File: config.mk
export PLATFORM = sky130hd
export DESIGN_NAME = cfg_image_toggle
export DESIGN_NICKNAME = d
export VERILOG_FILES = /design/src/rtl/cfgtog_pkg.sv /design/src/rtl/cfgtog_fsm.sv /design/src/rtl/cfgtog_pin.sv /design/src/rtl/cfgtog_satcnt.sv /design/src/rtl/cfg_image_toggle.sv
export SDC_FILE = /design/constraint.sdc
export NUM_CORES = 1
export LEC_CHECK = 0
export CAP_MARGIN = 25
export CELL_PAD_IN_SITES_DETAIL_PLACEMENT = 2
export CELL_PAD_IN_SITES_GLOBAL_PLACEMENT = 2
export CORE_AREA = 2 2 41 43
export CTS_BUF_LIST = sky130_fd_sc_hd__clkbuf_4 sky130_fd_sc_hd__clkbuf_8
export DETAILED_ROUTE_END_ITERATION = 7
export DIE_AREA = 0 0 43 45
export GPL_ROUTABILITY_DRIVEN = 0
export PLACE_DENSITY = 0.83
export SLEW_MARGIN = 20
export SYNTH_ARGS = -nofsm -noshare
export SYNTH_HDL_FRONTEND = slang
export SYNTH_HIERARCHICAL = 1
export SYNTH_SLANG_ARGS = --single-unit
export TNS_END_PERCENT = 5
File: constraint.sdc
create_clock -name clk_i -period 2.8 [get_ports clk_i]
set_input_delay 0.56 -clock clk_i [delete_from_list [all_inputs] [get_ports clk_i]]
set_output_delay 0.56 -clock clk_i [all_outputs]
set_load 0.02 [all_outputs]
File: src/rtl/cfgtog_pkg.sv
package cfgtog_pkg;

    typedef enum logic [2:0] {
        ST_CLEAN_WAIT = 3'd0,
        ST_CLEAN_LOAD = 3'd1,
        ST_ALT_WAIT   = 3'd2,
        ST_ALT_LOAD   = 3'd3,
        ST_LOCKED     = 3'd4
    } sel_state_e;

    typedef struct packed {
        logic take_fail;
        logic first_fail;
        logic take_pass;
    } sel_event_t;

endpackage

File: src/rtl/cfgtog_fsm.sv
module cfgtog_fsm
    import cfgtog_pkg::*;
(
    input  logic       clk_i,
    input  logic       rst_ni,
    input  logic       load_start_i,
    input  logic       crc_pass_i,
    input  logic       crc_fail_i,
    output sel_event_t evt_o,
    output logic       locked_o
);

    sel_state_e state_q, state_d;
    logic       pass_seen, fail_seen;

    // A pass outranks a fail in the same cycle
    assign pass_seen = crc_pass_i;
    assign fail_seen = crc_fail_i & ~crc_pass_i;

    always_ff @(posedge clk_i or negedge rst_ni) begin
        if (!rst_ni) state_q <= ST_CLEAN_WAIT;
        else         state_q <= state_d;
    end

    always_comb begin
        state_d          = state_q;
        evt_o.take_fail  = 1'b0;
        evt_o.first_fail = 1'b0;
        evt_o.take_pass  = 1'b0;
        unique case (state_q)
            ST_CLEAN_WAIT: begin
                if (load_start_i) state_d = ST_CLEAN_LOAD;
            end
            ST_CLEAN_LOAD: begin
                if (pass_seen) begin
                    state_d         = ST_LOCKED;
                    evt_o.take_pass = 1'b1;
                end else if (fail_seen) begin
                    state_d          = ST_ALT_WAIT;
                    evt_o.take_fail  = 1'b1;
                    evt_o.first_fail = 1'b1;
                end
            end
            ST_ALT_WAIT: begin
                if (load_start_i) state_d = ST_ALT_LOAD;
            end
            ST_ALT_LOAD: begin
                if (pass_seen) begin
                    state_d         = ST_LOCKED;
                    evt_o.take_pass = 1'b1;
                end else if (fail_seen) begin
                    state_d         = ST_ALT_WAIT;
                    evt_o.take_fail = 1'b1;
                end
            end
            ST_LOCKED: begin
                state_d = ST_LOCKED;
            end
            default: begin
                state_d = ST_CLEAN_WAIT;
            end
        endcase
    end

    assign locked_o = (state_q == ST_LOCKED);

endmodule

File: src/rtl/cfgtog_pin.sv
module cfgtog_pin
    import cfgtog_pkg::*;
(
    input  logic       clk_i,
    input  logic       rst_ni,
    input  sel_event_t evt_i,
    output logic       level_o,
    output logic       oe_o
);

    always_ff @(posedge clk_i or negedge rst_ni) begin
        if (!rst_ni) begin
            oe_o    <= 1'b0;
            level_o <= 1'b0;
        end else if (evt_i.take_fail) begin
            if (evt_i.first_fail) begin
                oe_o    <= 1'b1;
                level_o <= 1'b0;
            end else begin
                level_o <= ~level_o;
            end
        end
    end

endmodule

File: src/rtl/cfgtog_satcnt.sv
module cfgtog_satcnt #(
    parameter int CNT_W = 4
) (
    input  logic             clk_i,
    input  logic             rst_ni,
    input  logic             inc_i,
    output logic [CNT_W-1:0] count_o
);

    localparam logic [CNT_W-1:0] CNT_MAX = {CNT_W{1'b1}};

    always_ff @(posedge clk_i or negedge rst_ni) begin
        if (!rst_ni)                          count_o <= '0;
        else if (inc_i && count_o != CNT_MAX) count_o <= count_o + 1'b1;
    end

endmodule

File: src/rtl/cfg_image_toggle.sv
module cfg_image_toggle
    import cfgtog_pkg::*;
#(
    parameter int CNT_W = 4
) (
    input  logic             clk_i,
    input  logic             rst_ni,
    input  logic             load_start_i,
    input  logic             crc_pass_i,
    input  logic             crc_fail_i,
    output logic             img_sel_o,
    output logic             img_sel_oe_o,
    output logic             cfg_done_o,
    output logic [CNT_W-1:0] fail_count_o
);

    sel_event_t evt;

    cfgtog_fsm u_fsm (
        .clk_i        (clk_i),
        .rst_ni       (rst_ni),
        .load_start_i (load_start_i),
        .crc_pass_i   (crc_pass_i),
        .crc_fail_i   (crc_fail_i),
        .evt_o        (evt),
        .locked_o     (cfg_done_o)
    );

    cfgtog_pin u_pin (
        .clk_i   (clk_i),
        .rst_ni  (rst_ni),
        .evt_i   (evt),
        .level_o (img_sel_o),
        .oe_o    (img_sel_oe_o)
    );

    cfgtog_satcnt #(.CNT_W(CNT_W)) u_cnt (
        .clk_i   (clk_i),
        .rst_ni  (rst_ni),
        .inc_i   (evt.take_fail),
        .count_o (fail_count_o)
    );

endmodule

==> results.toml <==
[finish]
antenna_cells_inserted = 0
final_layout_size_suffix_gt1_share_pct = 13.2
finalNetCount = 60
area_growth_pct = 36.2
finalNonFillerCells = 69

[setup_path]
critPathKind = "reg -> out"
path_cells = "nor3b_2, clkdlybuf4s50_1"
cp-end-kind = "output port"
crit_fanout = 7
crit_required_ns = 2.24
cpPeakStageDelay_ns = 0.63
arrival_ns = 1.53
startpoint_type = "flop"
cp_slowest_cell = "clkdlybuf4s50_1"

[placed_design]
portBuffers = 11
dp_cells = 65

[cts]
cts_htree_levels = 1
cts_num_sinks = 9
cts_root_buffer = "clkbuf_4"
cts_buffers = 3
clkSlewWorstSetupHoldPaths_ns = 0.07
cts_tree = "done"
cts_setup_buffers = 0
holdBufCountCts = 0
clk_path_buf_depth = 2
cts_resized = 0
clock_latency_ns = 0.25

[timing]
fmax_mhz = 479
period_needed_ns = 2.09
final.setup.tns_ns = 0
drv_slew = 0
fin_worst_skew_ns = 0.00498
period_share_pct = 74.5
final-setup-viol-count = 0
relSlewSlack_pct = 70.7
rsz0062_at_grt = "false"
worst_pin_slew_ns = 0.438
hold_viol = 0

[global_route]
first_global_vias = 347
gr-usage-met1_pct = 14.7
gr-usage-all-layers_pct = 11.6
antenna_found_initial = 0
met3_usage_pct = 2.40
grt_overflow_total = 0
busiest_layer = "met2"
grt_max_degree = 11
use_met2_pct = 20.9
grt_pass1_wl_um = 1640

[die]
die_width_um = 43
die_y_um = 45
initial_core_util_pct = 30.1
io_pins = 12
coreArea_um2 = 1470
rows = 14
dieArea_um2 = 1940

[synth]
synth_warnings = 6
synth_seq_cells = 9
syn_inst = 38
ys_types = 22
synth_area_um2 = 443
synth_seq_area_share_pct = 50.8
synth.avg_cell_area_um2 = 11.7
syn_nets = 44

[routing]
viasPerCell = 5.06
wirelength_um = 1020
wire_per_inst_um = 14.8
vias = 349
drt_iter0_drc = 3
detail-route-antenna-nets = 0
dr.pass1.iters = 4
drc = 0

[power]
p_leak_uw = 0.000270
p_int_uw = 417
pwr-share-comb_pct = 43.5
seqPwrFrac_pct = 40.2
sw_frac_of_total_pct = 38.6
peakVddDrop_mv = 0.400
clock_power_share_pct = 16.2
powerDensity_nw_per_um2 = 1130
switching_power_uw = 262

[run_status]
outcome = "complete, no violations"

[flow_run]
cap_viol_max_count = 0

[hold_path]
hold_class = "reg -> reg"
-- cell families after synthesis --
kind of cell             after synthesis  synth area share, %
AND/OR/NAND/NOR                       18                 28.0
AO/OA/AOI/OAI                          8                 12.4
adder cells (fa/ha/maj)                1                 2.82
flip-flops                             9                 50.8
multiplexers                           2                 5.93
-- synth_stat cells --
cell / instances / area, µm²
and3_1: 1 / 6.26
nand2_1: 1 / 3.75
mux2_1: 1 / 11.3
a31oi_1: 1 / 6.26
a211oi_1: 1 / 7.51
nor4b_1: 1 / 8.76
a21o_1: 1 / 7.51
ha_1: 1 / 12.5
o211ai_1: 2 / 15.0
nor2b_1: 1 / 6.26
dfrtp_1: 9 / 225
nor3b_2: 1 / 12.5
a21o_2: 1 / 8.76
and3b_1: 1 / 8.76
nand4_1: 3 / 18.8
a21oi_1: 2 / 10.0
and4bb_1: 1 / 12.5
or2_1: 1 / 6.26
nand2b_1: 4 / 25.0
and2b_1: 1 / 7.51
mux2_4: 1 / 15.0
nor2_1: 2 / 7.51
-- flip-flops by register name (all words and copies together) (netlist names) --
name           cells
u_pin/oe_o         1
u_fsm/state_q      3
u_pin/level_o      1
u_cnt/count_o      4
-- critical path, delay by kind of cell, from the launching register on --
kind	cells	cell delay (ns)
buf+inv	1	0.63
simple gates	1	0.20
flops	1	0.44
-- through the flow --
| stage | setup WS, ns | hold WS (ns) | instance area, µm² | power [µW] | util, % |
|---|---|---|---|---|---|
| after floorplan | 1.26 | 0.264 | 443 | 430 | - |
| after global placement | 0.717 | 0.456 | 573 | 564 | 38.9 |
| after detailed placement | 0.661 | 0.457 | 573 | 577 | 38.9 |
| after CTS | 0.684 | 0.472 | 603 | 691 | 41.0 |
| after global routing | 0.655 | 0.498 | 603 | 730 | 41.0 |
| final | 0.714 | 0.465 | 603 | 679 | 41.0 |
-- cell type report --
type,instances,area [µm²]
fill,179,868
clock buffer,4,30.0
timing repair buffer,11,110
tap,16,20.0
multi-input combinational,29,218
sequential,9,225
-- placed cells by master (no fill, tap or decap), drive strengths merged --
cell and count:
a31oi 1, nor2b 1, dfrtp 9, clkbuf 4, and4bb 1, and3b 1, o211ai 2, nand2 1
nor4b 1, and2b 1, nor2 2, nand2b 4, clkdlybuf4s50 11, nand4 3, a21oi 2, a21o 2
and3 1, ha 1, or2 1, a211oi 1, nor3b 1, mux2 2
-- path summary, 6_finish.rpt --
check	startpoint	end	slack, ns	depth (start not counted)
setup / recovery	u_fsm/state_q[0]$_DFFE_PN0P_	cfg_done_o	0.71	2
hold / removal	u_pin/oe_o$_DFFE_PN0P_	u_pin/oe_o$_DFFE_PN0P_	0.46	1
setup reg to reg	u_fsm/state_q[2]$_DFFE_PN0P_	u_cnt/count_o[3]$_DFFE_PN0P_	1.30	3
hold reg to reg	u_pin/oe_o$_DFFE_PN0P_	u_pin/oe_o$_DFFE_PN0P_	0.46	1
max in group asynchronous	rst_ni	u_cnt/count_o[3]$_DFFE_PN0P_	1.88	1
min in group asynchronous	rst_ni	u_cnt/count_o[1]$_DFFE_PN0P_	0.61	1
-- power groups by stage --
stage	Sequential (µW)	Combinational (µW)	Clock [µW]
after floorplan	306	123	0
after global placement	273	292	0
after detailed placement	277	300	0
after CTS	275	300	116
after global routing	287	321	122
final	273	296	110
-- metal layers --
metal	share of wire [%]	routed length (µm)	vias up
li1	-	-	173
met1	44	453	167
met2	51	519	9
met3	4.7	48	0
met4	0	0	0
met5	0	0	-
Power figures use the tool's default switching activity.
